===== config.mk =====
export PLATFORM = sky130hd
export DESIGN_NAME = rank_boundary_decoder
export DESIGN_NICKNAME = d
export VERILOG_FILES = /design/src/rtl/rbd_pkg.sv /design/src/rtl/rbd_regfile.sv /design/src/rtl/rbd_size_calc.sv /design/src/rtl/rbd_scan_fsm.sv /design/src/rtl/rank_boundary_decoder.sv
export SDC_FILE = /design/constraint.sdc
export NUM_CORES = 1
export LEC_CHECK = 0
export ABC_CLOCK_PERIOD_IN_PS = 5600
export BUFFER_PORTS_ARGS = -buffer_cell sky130_fd_sc_hd__buf_2
export CAP_MARGIN = 20
export CORE_UTILIZATION = 56
export CTS_CLUSTER_SIZE = 24
export DETAILED_ROUTE_END_ITERATION = 16
export PLACE_DENSITY = 0.78
export SLEW_MARGIN = 10
export SYNTH_ARGS = -nofsm -noshare
export SYNTH_HDL_FRONTEND = slang
export SYNTH_SLANG_ARGS = --single-unit

===== constraint.sdc =====
create_clock -name clk -period 5.6 [get_ports clk]
set_clock_uncertainty 0.05 [all_clocks]
set_input_delay 1.68 -clock clk [delete_from_list [all_inputs] [get_ports clk]]
set_output_delay 1.68 -clock clk [all_outputs]
set_load 0.005 [all_outputs]

===== src/rtl/rbd_pkg.sv =====
package rbd_pkg;
    parameter int NCH    = 2;
    parameter int RPC    = 4;
    parameter int BW     = 10;
    parameter int ADDR_W = 36;

    localparam int NRANK    = NCH * RPC;
    localparam int GW       = $clog2(NRANK);
    localparam int CW       = $clog2(NCH);
    localparam int RW       = $clog2(RPC);
    localparam int GRAIN_SH = ADDR_W - BW;
    localparam int SEL_W    = 4;
    localparam int SEL_TOM  = NRANK;
    localparam int SEL_CFG  = NRANK + 1;

    typedef enum logic [1:0] {
        ST_IDLE  = 2'd0,
        ST_SCAN  = 2'd1,
        ST_REPLY = 2'd2
    } rbd_state_e;
endpackage


===== src/rtl/rbd_regfile.sv =====
module rbd_regfile
    import rbd_pkg::*;
(
    input  logic                       clk,
    input  logic                       rst_n,
    input  logic                       we,
    input  logic [SEL_W-1:0]           sel,
    input  logic [15:0]                wdata,
    output logic [NRANK-1:0][BW-1:0]   bnd,
    output logic [BW-1:0]              tom,
    output logic                       single
);
    logic [15-BW:0] unused_hi;
    assign unused_hi = wdata[15:BW];

    for (genvar g = 0; g < NRANK; g++) begin : g_bnd
        always_ff @(posedge clk) begin
            if (!rst_n)
                bnd[g] <= '0;
            else if (we && sel == SEL_W'(g))
                bnd[g] <= wdata[BW-1:0];
        end
    end

    always_ff @(posedge clk) begin
        if (!rst_n) begin
            tom    <= '0;
            single <= 1'b0;
        end else if (we) begin
            if (sel == SEL_W'(SEL_TOM)) tom    <= wdata[BW-1:0];
            if (sel == SEL_W'(SEL_CFG)) single <= wdata[0];
        end
    end

    assert_tom_load_R2: assert property (@(posedge clk) disable iff (!rst_n)
        (we && sel == SEL_W'(SEL_TOM)) |=> (tom == $past(wdata[BW-1:0])));
endmodule


===== src/rtl/rbd_size_calc.sv =====
module rbd_size_calc
    import rbd_pkg::*;
(
    input  logic [NRANK-1:0][BW-1:0] bnd,
    input  logic [BW-1:0]            tom,
    output logic [NRANK-1:0][BW-1:0] size,
    output logic                     stacked
);
    assign stacked = (bnd[NRANK-1] == tom);

    for (genvar g = 0; g < NRANK; g++) begin : g_rank
        localparam int C = g / RPC;
        localparam int R = g % RPC;
        logic [BW-1:0] prev;
        logic [BW-1:0] cut;

        if (R == 0) begin : g_first
            assign prev = '0;
        end else begin : g_next
            assign prev = bnd[g-1];
        end

        if (C == NCH-1 && C > 0) begin : g_top
            assign cut = (stacked && bnd[g] == bnd[NRANK-1]) ? bnd[C*RPC-1] : '0;
        end else begin : g_low
            assign cut = '0;
        end

        assign size[g] = bnd[g] - prev - cut;
    end
endmodule


===== src/rtl/rbd_scan_fsm.sv =====
module rbd_scan_fsm
    import rbd_pkg::*;
(
    input  logic                     clk,
    input  logic                     rst_n,
    input  logic                     req,
    input  logic [BW-1:0]            unit_in,
    input  logic [NRANK-1:0][BW-1:0] bnd,
    input  logic [NRANK-1:0][BW-1:0] size,
    input  logic [BW-1:0]            tom,
    input  logic                     single,
    output logic                     busy,
    output logic                     rsp_valid,
    output logic                     rsp_hit,
    output logic [GW-1:0]            rsp_gidx,
    output logic [BW-1:0]            rsp_size
);
    rbd_state_e    state, state_nx;
    logic [BW-1:0] unit_q;
    logic [GW-1:0] idx;
    logic [GW-1:0] last_idx;
    logic          in_range, found;
    logic          res_hit;
    logic [GW-1:0] res_idx;
    logic [BW-1:0] res_size;

    assign last_idx = single ? GW'(RPC-1) : GW'(NRANK-1);
    assign in_range = unit_q < tom;
    assign found    = (size[idx] != '0) && (bnd[idx] > unit_q);

    always_ff @(posedge clk) begin
        if (!rst_n) state <= ST_IDLE;
        else        state <= state_nx;
    end

    always_comb begin
        state_nx = state;
        unique case (state)
            ST_IDLE:  if (req) state_nx = ST_SCAN;
            ST_SCAN:  if (!in_range || found || idx == last_idx) state_nx = ST_REPLY;
            ST_REPLY: state_nx = ST_IDLE;
            default:  state_nx = ST_IDLE;
        endcase
    end

    always_ff @(posedge clk) begin
        if (!rst_n) begin
            unit_q   <= '0;
            idx      <= '0;
            res_hit  <= 1'b0;
            res_idx  <= '0;
            res_size <= '0;
        end else begin
            if (state == ST_IDLE && req) begin
                unit_q <= unit_in;
                idx    <= '0;
            end else if (state == ST_SCAN) begin
                if (in_range && found) begin
                    res_hit  <= 1'b1;
                    res_idx  <= idx;
                    res_size <= size[idx];
                end else if (!in_range || idx == last_idx) begin
                    res_hit  <= 1'b0;
                    res_idx  <= '0;
                    res_size <= '0;
                end else begin
                    idx <= idx + 1'b1;
                end
            end
        end
    end

    always_comb begin
        busy      = (state != ST_IDLE);
        rsp_valid = 1'b0;
        rsp_hit   = 1'b0;
        rsp_gidx  = '0;
        rsp_size  = '0;
        unique case (state)
            ST_IDLE, ST_SCAN: ;
            ST_REPLY: begin
                rsp_valid = 1'b1;
                rsp_hit   = res_hit;
                rsp_gidx  = res_idx;
                rsp_size  = res_size;
            end
            default: ;
        endcase
    end

    assert_miss_zero_R6: assert property (@(posedge clk) disable iff (!rst_n)
        (rsp_valid && !rsp_hit) |-> (rsp_gidx == '0 && rsp_size == '0));
    assert_hit_below_tom_R6: assert property (@(posedge clk) disable iff (!rst_n)
        (rsp_valid && rsp_hit) |-> (unit_q < tom));
    assert_hit_nonzero_R5: assert property (@(posedge clk) disable iff (!rst_n)
        (rsp_valid && rsp_hit) |-> (rsp_size != '0 && bnd[rsp_gidx] > unit_q));
    assert_single_low_R7: assert property (@(posedge clk) disable iff (!rst_n)
        (rsp_valid && rsp_hit && single) |-> (rsp_gidx < GW'(RPC)));
    assert_one_pulse_R8: assert property (@(posedge clk) disable iff (!rst_n)
        rsp_valid |=> !rsp_valid);
    assert_idx_bound_R8: assert property (@(posedge clk) disable iff (!rst_n)
        (state == ST_SCAN) |-> (idx <= last_idx));
endmodule


===== src/rtl/rank_boundary_decoder.sv =====
module rank_boundary_decoder
    import rbd_pkg::*;
(
    input  logic              clk,
    input  logic              rst_n,
    input  logic              cfg_we,
    input  logic [SEL_W-1:0]  cfg_sel,
    input  logic [15:0]       cfg_wdata,
    input  logic              lk_req,
    input  logic [ADDR_W-1:0] lk_addr,
    output logic              lk_busy,
    output logic              rsp_valid,
    output logic              rsp_hit,
    output logic [CW-1:0]     rsp_chan,
    output logic [RW-1:0]     rsp_rank,
    output logic [GW-1:0]     rsp_gidx,
    output logic [BW-1:0]     rsp_size
);
    logic [NRANK-1:0][BW-1:0] bnd;
    logic [NRANK-1:0][BW-1:0] size;
    logic [BW-1:0]            tom;
    logic                     single;
    logic                     stacked;
    logic [GRAIN_SH-1:0]      unused_lo;

    assign unused_lo = lk_addr[GRAIN_SH-1:0];

    rbd_regfile u_regs (
        .clk    (clk),
        .rst_n  (rst_n),
        .we     (cfg_we),
        .sel    (cfg_sel),
        .wdata  (cfg_wdata),
        .bnd    (bnd),
        .tom    (tom),
        .single (single)
    );

    rbd_size_calc u_size (
        .bnd     (bnd),
        .tom     (tom),
        .size    (size),
        .stacked (stacked)
    );

    rbd_scan_fsm u_scan (
        .clk       (clk),
        .rst_n     (rst_n),
        .req       (lk_req),
        .unit_in   (lk_addr[ADDR_W-1 -: BW]),
        .bnd       (bnd),
        .size      (size),
        .tom       (tom),
        .single    (single),
        .busy      (lk_busy),
        .rsp_valid (rsp_valid),
        .rsp_hit   (rsp_hit),
        .rsp_gidx  (rsp_gidx),
        .rsp_size  (rsp_size)
    );

    assign rsp_chan = rsp_gidx[GW-1 -: CW];
    assign rsp_rank = rsp_gidx[RW-1:0];

    assert_stacked_sub_R4: assert property (@(posedge clk) disable iff (!rst_n)
        (stacked && bnd[NRANK-1] != '0) |-> (size[NRANK-1] == bnd[NRANK-1] - bnd[NRANK-2] - bnd[RPC-1]));
endmodule


==> results of run 1 <==
-- sequential cells by signal, summed over array words and instances (netlist names) --
name             count
u_regs.bnd          80
u_regs.single        1
u_regs.tom          10
u_scan.idx           3
u_scan.res_hit       1
u_scan.res_idx       3
u_scan.res_size     10
u_scan.state         2
u_scan.unit_q       10
-- metal layers --
layer,global-route usage [%],up-vias
met5,0,-
met4,20.1,0
met3,6.61,112
met2,52.7,520
met1,44.4,4711
li1,-,4510
-- critical path, stage by stage (launching register included) --
cell and delay [ps]:
dfxtp_4 370, buf_6 120, xnor2_2 170, nand4_1 170
nor4_4 360, nand3_2 150, fa_1 570, inv_1 50
ha_2 160, or2_4 230, fa_2 360, buf_4 150
xor2_1 180, mux4_2 500, mux2i_1 150, inv_1 90
a311oi_2 290, nand4b_1 140, nor4_2 340, buf_4 170
and3_4 220, buf_6 120, nor2_4 50, a32o_2 250
-- per-stage QoR --
step,cells,setup TNS [ps]
floorplan,1241,0
global placement,1534,-114
detailed placement,1534,-1010
CTS,1566,0
global route,1572,-1850
finish,1572,0
-- power by group --
group | switching (mW) | total, mW | internal [mW] | leakage (nW)
Sequential | 0.0352 | 0.905 | 0.870 | 0.978
Combinational | 0.341 | 0.602 | 0.260 | 3.91
Clock | 0.437 | 1.21 | 0.772 | 0.306
Total | 0.813 | 2.71 | 1.90 | 5.19
-- cell type report --
cell class / instances / area, um2 / area share (%)
clock inverter: 13 / 191 / 1.53
inverter: 98 / 368 / 2.93
timing repair buffer: 105 / 697 / 5.55
clock buffer: 19 / 453 / 3.61
tap: 265 / 332 / 2.64
sequential: 120 / 2430 / 19.4
multi-input combinational: 952 / 8080 / 64.4
-- cell usage in the layout (no fill, tap or decap), drive strengths merged, types with 28 or more instances in the layout --
master	count
nand3	38
nor2b	103
a21oi	42
ha	89
xnor2	54
mux4	28
buf	105
inv	100
o21ai	31
dfxtp	120
nand2	96
fa	31
nor2	50
mux2i	100
-- worst max path at each step --
| stage | to | cells after the start |
|---|---|---|
| 2_1_floorplan | u_scan.idx[2]$_SDFFE_PP0P_ | 22 |
| 3_3_place_gp | u_scan.res_size[0]$_SDFFE_PN0P_ | 21 |
| 3_5_place_dp | u_scan.res_size[0]$_SDFFE_PN0P_ | 21 |
| 4_1_cts | u_scan.res_idx[1]$_SDFFE_PN0P_ | 22 |
| 5_1_grt | u_scan.res_idx[1]$_SDFFE_PN0P_ | 22 |
| 6_report | u_scan.res_idx[1]$_SDFFE_PN0P_ | 23 |
-- repair_timing --
| item | 4_1_cts | 5_1_grt |
|---|---|---|
| setup endpoints to repair | 19 | 19 |
| setup buffers | 0 | 5 |
| pin swaps | 0 | 19 |
| cloned | 0 | 1 |
| hold buffers | 0 | 0 |
| resized for setup | 9 | 30 |
-- logic make-up (layout without fill, tap and decap cells) --
kind of cell | Yosys count | count (layout)
AOI/OAI and AO/OA | 218 | 218
xor gates and xnor gates | 77 | 77
adders and majority gates | 120 | 120
buffers and inverters | 170 | 235
DFF | 120 | 120
muxes | 130 | 130
and+or+nand+nor | 406 | 407
==> results.yml, run 1 <==
outcome:
  outcome: "finished clean"
global_routing:
  antenna_found_initial: 0
  grt_pass1_vias: 9323
  grt_util_all_layers_pct: 34.1
  grt_pass1_wl_um: 51600
  grt_overflow_total: 0
  grt_max_degree: 81
placed_design:
  hpwl_um: 25000
  place.gp.congestion: 0.980
  pre_cts_slack_ps: -73.8
  dpl-instance-area_um2: 11700
  port-buffer-count: 46
floorplan:
  die_w_um: 143
  rows: 51
  die_area_um2: 20400
  placeableCoreArea_um2: 19500
  ios: 79
  initial_core_util_pct: 57.1
  die_h_um: 143
critical_path:
  path_class: "register to register"
  reg2reg_from: "u_regs.bnd[71]$_SDFFE_PN0P_"
  start_kind: "register"
  worst_r2r_endpoint: "u_scan.res_idx[1]$_SDFFE_PN0P_"
  r2r_cells: 23
  worst_ep_arrival_time_ps: 5780
  r2r_slack_ps: 90
  end_kind: "register"
  crit_path_start: "u_regs.bnd[71]$_SDFFE_PN0P_"
  worstPathMaxFanout: 6
  required_ps: 5870
timing:
  post-route-worst-setup-slack_ps: 88.6
  fmax_ghz: 0.181
  rsz0062_at_grt: "yes"
  whs_ps: 430
  drv_slew: 0
  final_hold_viol_count: 0
  finalCriticalPeriod_ps: 5510
  tightest_slew_ps: 1120
  finalCritPeriodShare_pct: 98.4
  relSlewSlack_pct: 25.0
  setup_viol: 0
detailed_routing:
  wl_met1_um: 13800
  dr_wl_met2_um: 15400
  drcViolationCount: 0
  dr_wl_met3_um: 2980
  antenna_left: 0
  vias: 9853
  via_per_inst: 6.27
  wirelength_um: 34100
  dr.pass1.iters: 6
  drt_iter0_drc: 1035
  top_layer: "met4"
  wire_per_inst_um: 21.7
power_and_ir_drop:
  fin_total_pwr_mw: 2.71
  p_leak_nw: 5.19
  max-vdd-ir-drop_mv: 0.282
  power_density_nw_per_um2: 216
clocking:
  cts-htree-levels: 4
  cts_buffers: 17
  clockBufferDepth: 2
  path_clk_slew_ps: 60
  cts_root_buf: "clkbuf_16"
  cts_sinks: 120
  cts_tree: "built"
  clk_latency_ps: 430
synthesis:
  synth_area_leader_cell: "dfxtp_1"
  async_flop_share_pct: 0
  yosys.cell_types.count: 86
  synth_enable_flop_cells: 0
  synth_common_cells: "dfxtp_1 (120), nor2b_1 (103), mux2i_1 (100)"
  synthSimpleGateAreaFrac_pct: 20.1
  syn_area_um2: 11100
  yosysMostFrequentCell: "dfxtp_1"
  yosysSeqAreaShare_pct: 21.6
  synth_top_family_by_area: "simple AND/OR/NAND/NOR gates"
  synthAdderAreaFrac_pct: 15.6
  synth-compound-area-share_pct: 14.3
  synthMuxAreaShare_pct: 15.0
  synth_xor_area_share_pct: 6.73
  syn_avg_cell_area_um2: 8.96
  syn_nets: 1421
  ys_seq_elements: 120
  yosysTopAreaCellShare_pct: 21.6
  netlist_instances: 1241
  yosys_most_used_dff: "dfxtp_1"
  synth_area_leaders: "dfxtp_1 (22%), ha_1 (10%), mux2i_1 (9.0%), nor2b_1 (5.8%), fa_1 (5.6%)"
  yosys_warnings: 0
finish:
  area_delta_synth_final_pct: 12.9
  diodes: 0
  postLayoutCellArea_um2: 12500
  n_fill_cell: 1554
  nets: 1474
  finalCoreUtilization_pct: 64.5
  drive_above_1_share_pct: 18.0
worst_hold_path:
  hold_end: "u_scan.res_size[3]$_SDFFE_PN0P_"
  hold_path.class: "register to register"
  hold_path_depth: 1
  holdCritStartpoint: "u_scan.res_size[3]$_SDFFE_PN0P_"
job:
  cap_violations: 0
Note: power is estimated with default switching activity, not from simulation.
==> inputs of run 2 (changes only) <==
- CORE_ASPECT_RATIO: default -> 1.4
==> results.yml, run 2 (synthesized netlist as in run 1, its figures left out) <==
outcome:
  outcome: "finished clean"
finish:
  final_common_cell: "dfxtp_1"
  finalCoreUtilization_pct: 64.7
  nets: 1476
  area_delta_synth_final_pct: 12.8
  layout_common_cells: "dfxtp_1 (106), nor2b_1 (103), mux2i_1 (100)"
  drive_above_1_share_pct: 17.9
  largest_reg_flops: 80
  n_fill_cell: 1558
  largest-register: "u_regs.bnd"
  instances_no_fill: 1557
  diodes: 0
timing:
  final_hold_viol_count: 0
  relSlewSlack_pct: 38.7
  post-route-worst-setup-slack_ps: 101
  finalCriticalPeriod_ps: 5500
  finalCritPeriodShare_pct: 98.2
  setup_viol: 0
  drv_slew: 0
  tightest_slew_ps: 919
  fmax_ghz: 0.182
global_routing:
  grt_pass1_vias: 9588
  grt_max_degree: 64
  grt_pass1_wl_um: 52200
  antenna_found_initial: 0
  grt_overflow_total: 0
  grt_util_all_layers_pct: 34.0
worst_hold_path:
  hold_path.class: "register to register"
detailed_routing:
  dr.pass1.iters: 8
  drcViolationCount: 0
  wire_per_inst_um: 21.7
  antenna_left: 0
  vias: 9766
  via_per_inst: 6.27
  drt_iter0_drc: 977
  wirelength_um: 33700
placed_design:
  pre_cts_slack_ps: -24.2
  placedCellCount: 1520
  hpwl_um: 25400
  place.gp.congestion: 0.955
  port-buffer-count: 46
clocking:
  clk_latency_ps: 430
  cts_buffers: 17
  clockBufferDepth: 2
  hold_buffers: 0
  path_clk_slew_ps: 60
  cts_root_buf: "clkbuf_16"
  cts_sinks: 120
  cts-htree-levels: 4
  cts_tree: "built"
floorplan:
  initial_core_util_pct: 57.4
  die_w_um: 121
  rows: 60
  die_h_um: 169
  placeableCoreArea_um2: 19400
  die_area_um2: 20400
  ios: 79
critical_path:
  path_common_cell: "buf_4"
  max_stage_delay_ps: 530
  start_kind: "register"
  worst_ep_arrival_time_ps: 5770
  end_kind: "register"
  required_ps: 5870
  crit_path_top_delay_cell: "fa_1"
  path_class: "register to register"
  worstPathMaxFanout: 6
  worstPathCellList: "buf_4, xnor2_1, nand4_1, nor4_2, buf_4, nand3_1, fa_1, inv_1, ha_1, or2_1, fa_1, xor2_1, mux4_2, mux2i_1, inv_1, a311oi_1, nand4b_1, nor4_2, buf_4, and3_4, buf_6, nor2_4, a32o_1"
power_and_ir_drop:
  p_leak_nw: 5.19
  power_density_nw_per_um2: 213
  max-vdd-ir-drop_mv: 0.216
  fin_total_pwr_mw: 2.67
job:
  cap_violations: 0
-- run 2: changes by cell type in the layout (fill, tap and decap cells not counted), moves of 2 or more --
cell,delta
o21ai_2,-2
clkbuf_8,-2
dfxtp_2,+2
inv_6,+5
xnor2_1,-2
buf_4,+2
clkinv_4,-2
-- run 2: path summary, 6_finish.rpt --
| path | from | end | slack, ps | cells past startpoint |
|---|---|---|---|---|
| setup / recovery | u_regs.bnd[70]$_SDFFE_PN0P_ | u_scan.res_idx[0]$_SDFFE_PN0P_ | 100 | 23 |
| hold / removal | u_scan.res_hit$_SDFFE_PN0P_ | u_scan.res_hit$_SDFFE_PN0P_ | 430 | 1 |
| setup reg to reg | u_regs.bnd[70]$_SDFFE_PN0P_ | u_scan.res_idx[0]$_SDFFE_PN0P_ | 100 | 23 |
| hold reg to reg | u_scan.res_hit$_SDFFE_PN0P_ | u_scan.res_hit$_SDFFE_PN0P_ | 430 | 1 |
-- run 2: what timing repair did --
item / 4_1_cts / 5_1_grt
pin swaps: 1 / 14
endpoints found under the setup margin: 19 / 19
buffers inserted: 0 / 4
gates cloned: 0 / 1
gates resized for setup: 5 / 34
-- run 2: area by class of cell --
class	instances	area (um2)	share of cell area [%]
multi-input cells	952	8090	64.6
flip-flops and latches	120	2430	19.4
repair buffers	107	716	5.71
clock buffers	18	429	3.42
inverters	98	368	2.94
well taps	248	310	2.48
clock inverters	14	186	1.49
-- run 2: critical path: cells and delay by family, from the launching register on --
family,cells,cell delay (ps)
XOR/XNOR,2,420
multiplexers,2,600
flip-flops,1,370
adder cells (fa/ha/maj),3,1210
buffers and inverters,6,760
AND/OR/NAND/NOR,8,1450
AO/OA/AOI/OAI,2,490
-- run 2: where the power goes --
| part | internal (mW) | total, mW | leakage, nW | switching, mW |
|---|---|---|---|---|
| sequential | 0.870 | 0.903 | 0.978 | 0.0333 |
| clock | 0.713 | 1.17 | 0.295 | 0.457 |
| combinational | 0.258 | 0.596 | 3.92 | 0.338 |
-- run 2: per-layer routing --
metal	GRT usage (%)	part of all wire (%)	vias to the layer above
met5	0	0	-
met4	26.9	8.8	0
met3	4.65	6.5	153
met2	55.7	47	474
met1	39.5	37	4639
li1	-	-	4500
-- run 2: through the flow --
stage / TNS, ps / hold WS [ps] / area, um2
floorplan: 0 / 390 / 11100
global placement: -16.8 / 402 / 11700
detailed placement: -129 / 415 / 11700
CTS: 0 / 432 / 12400
global route: -652 / 451 / 12500
finish: 0 / 431 / 12500
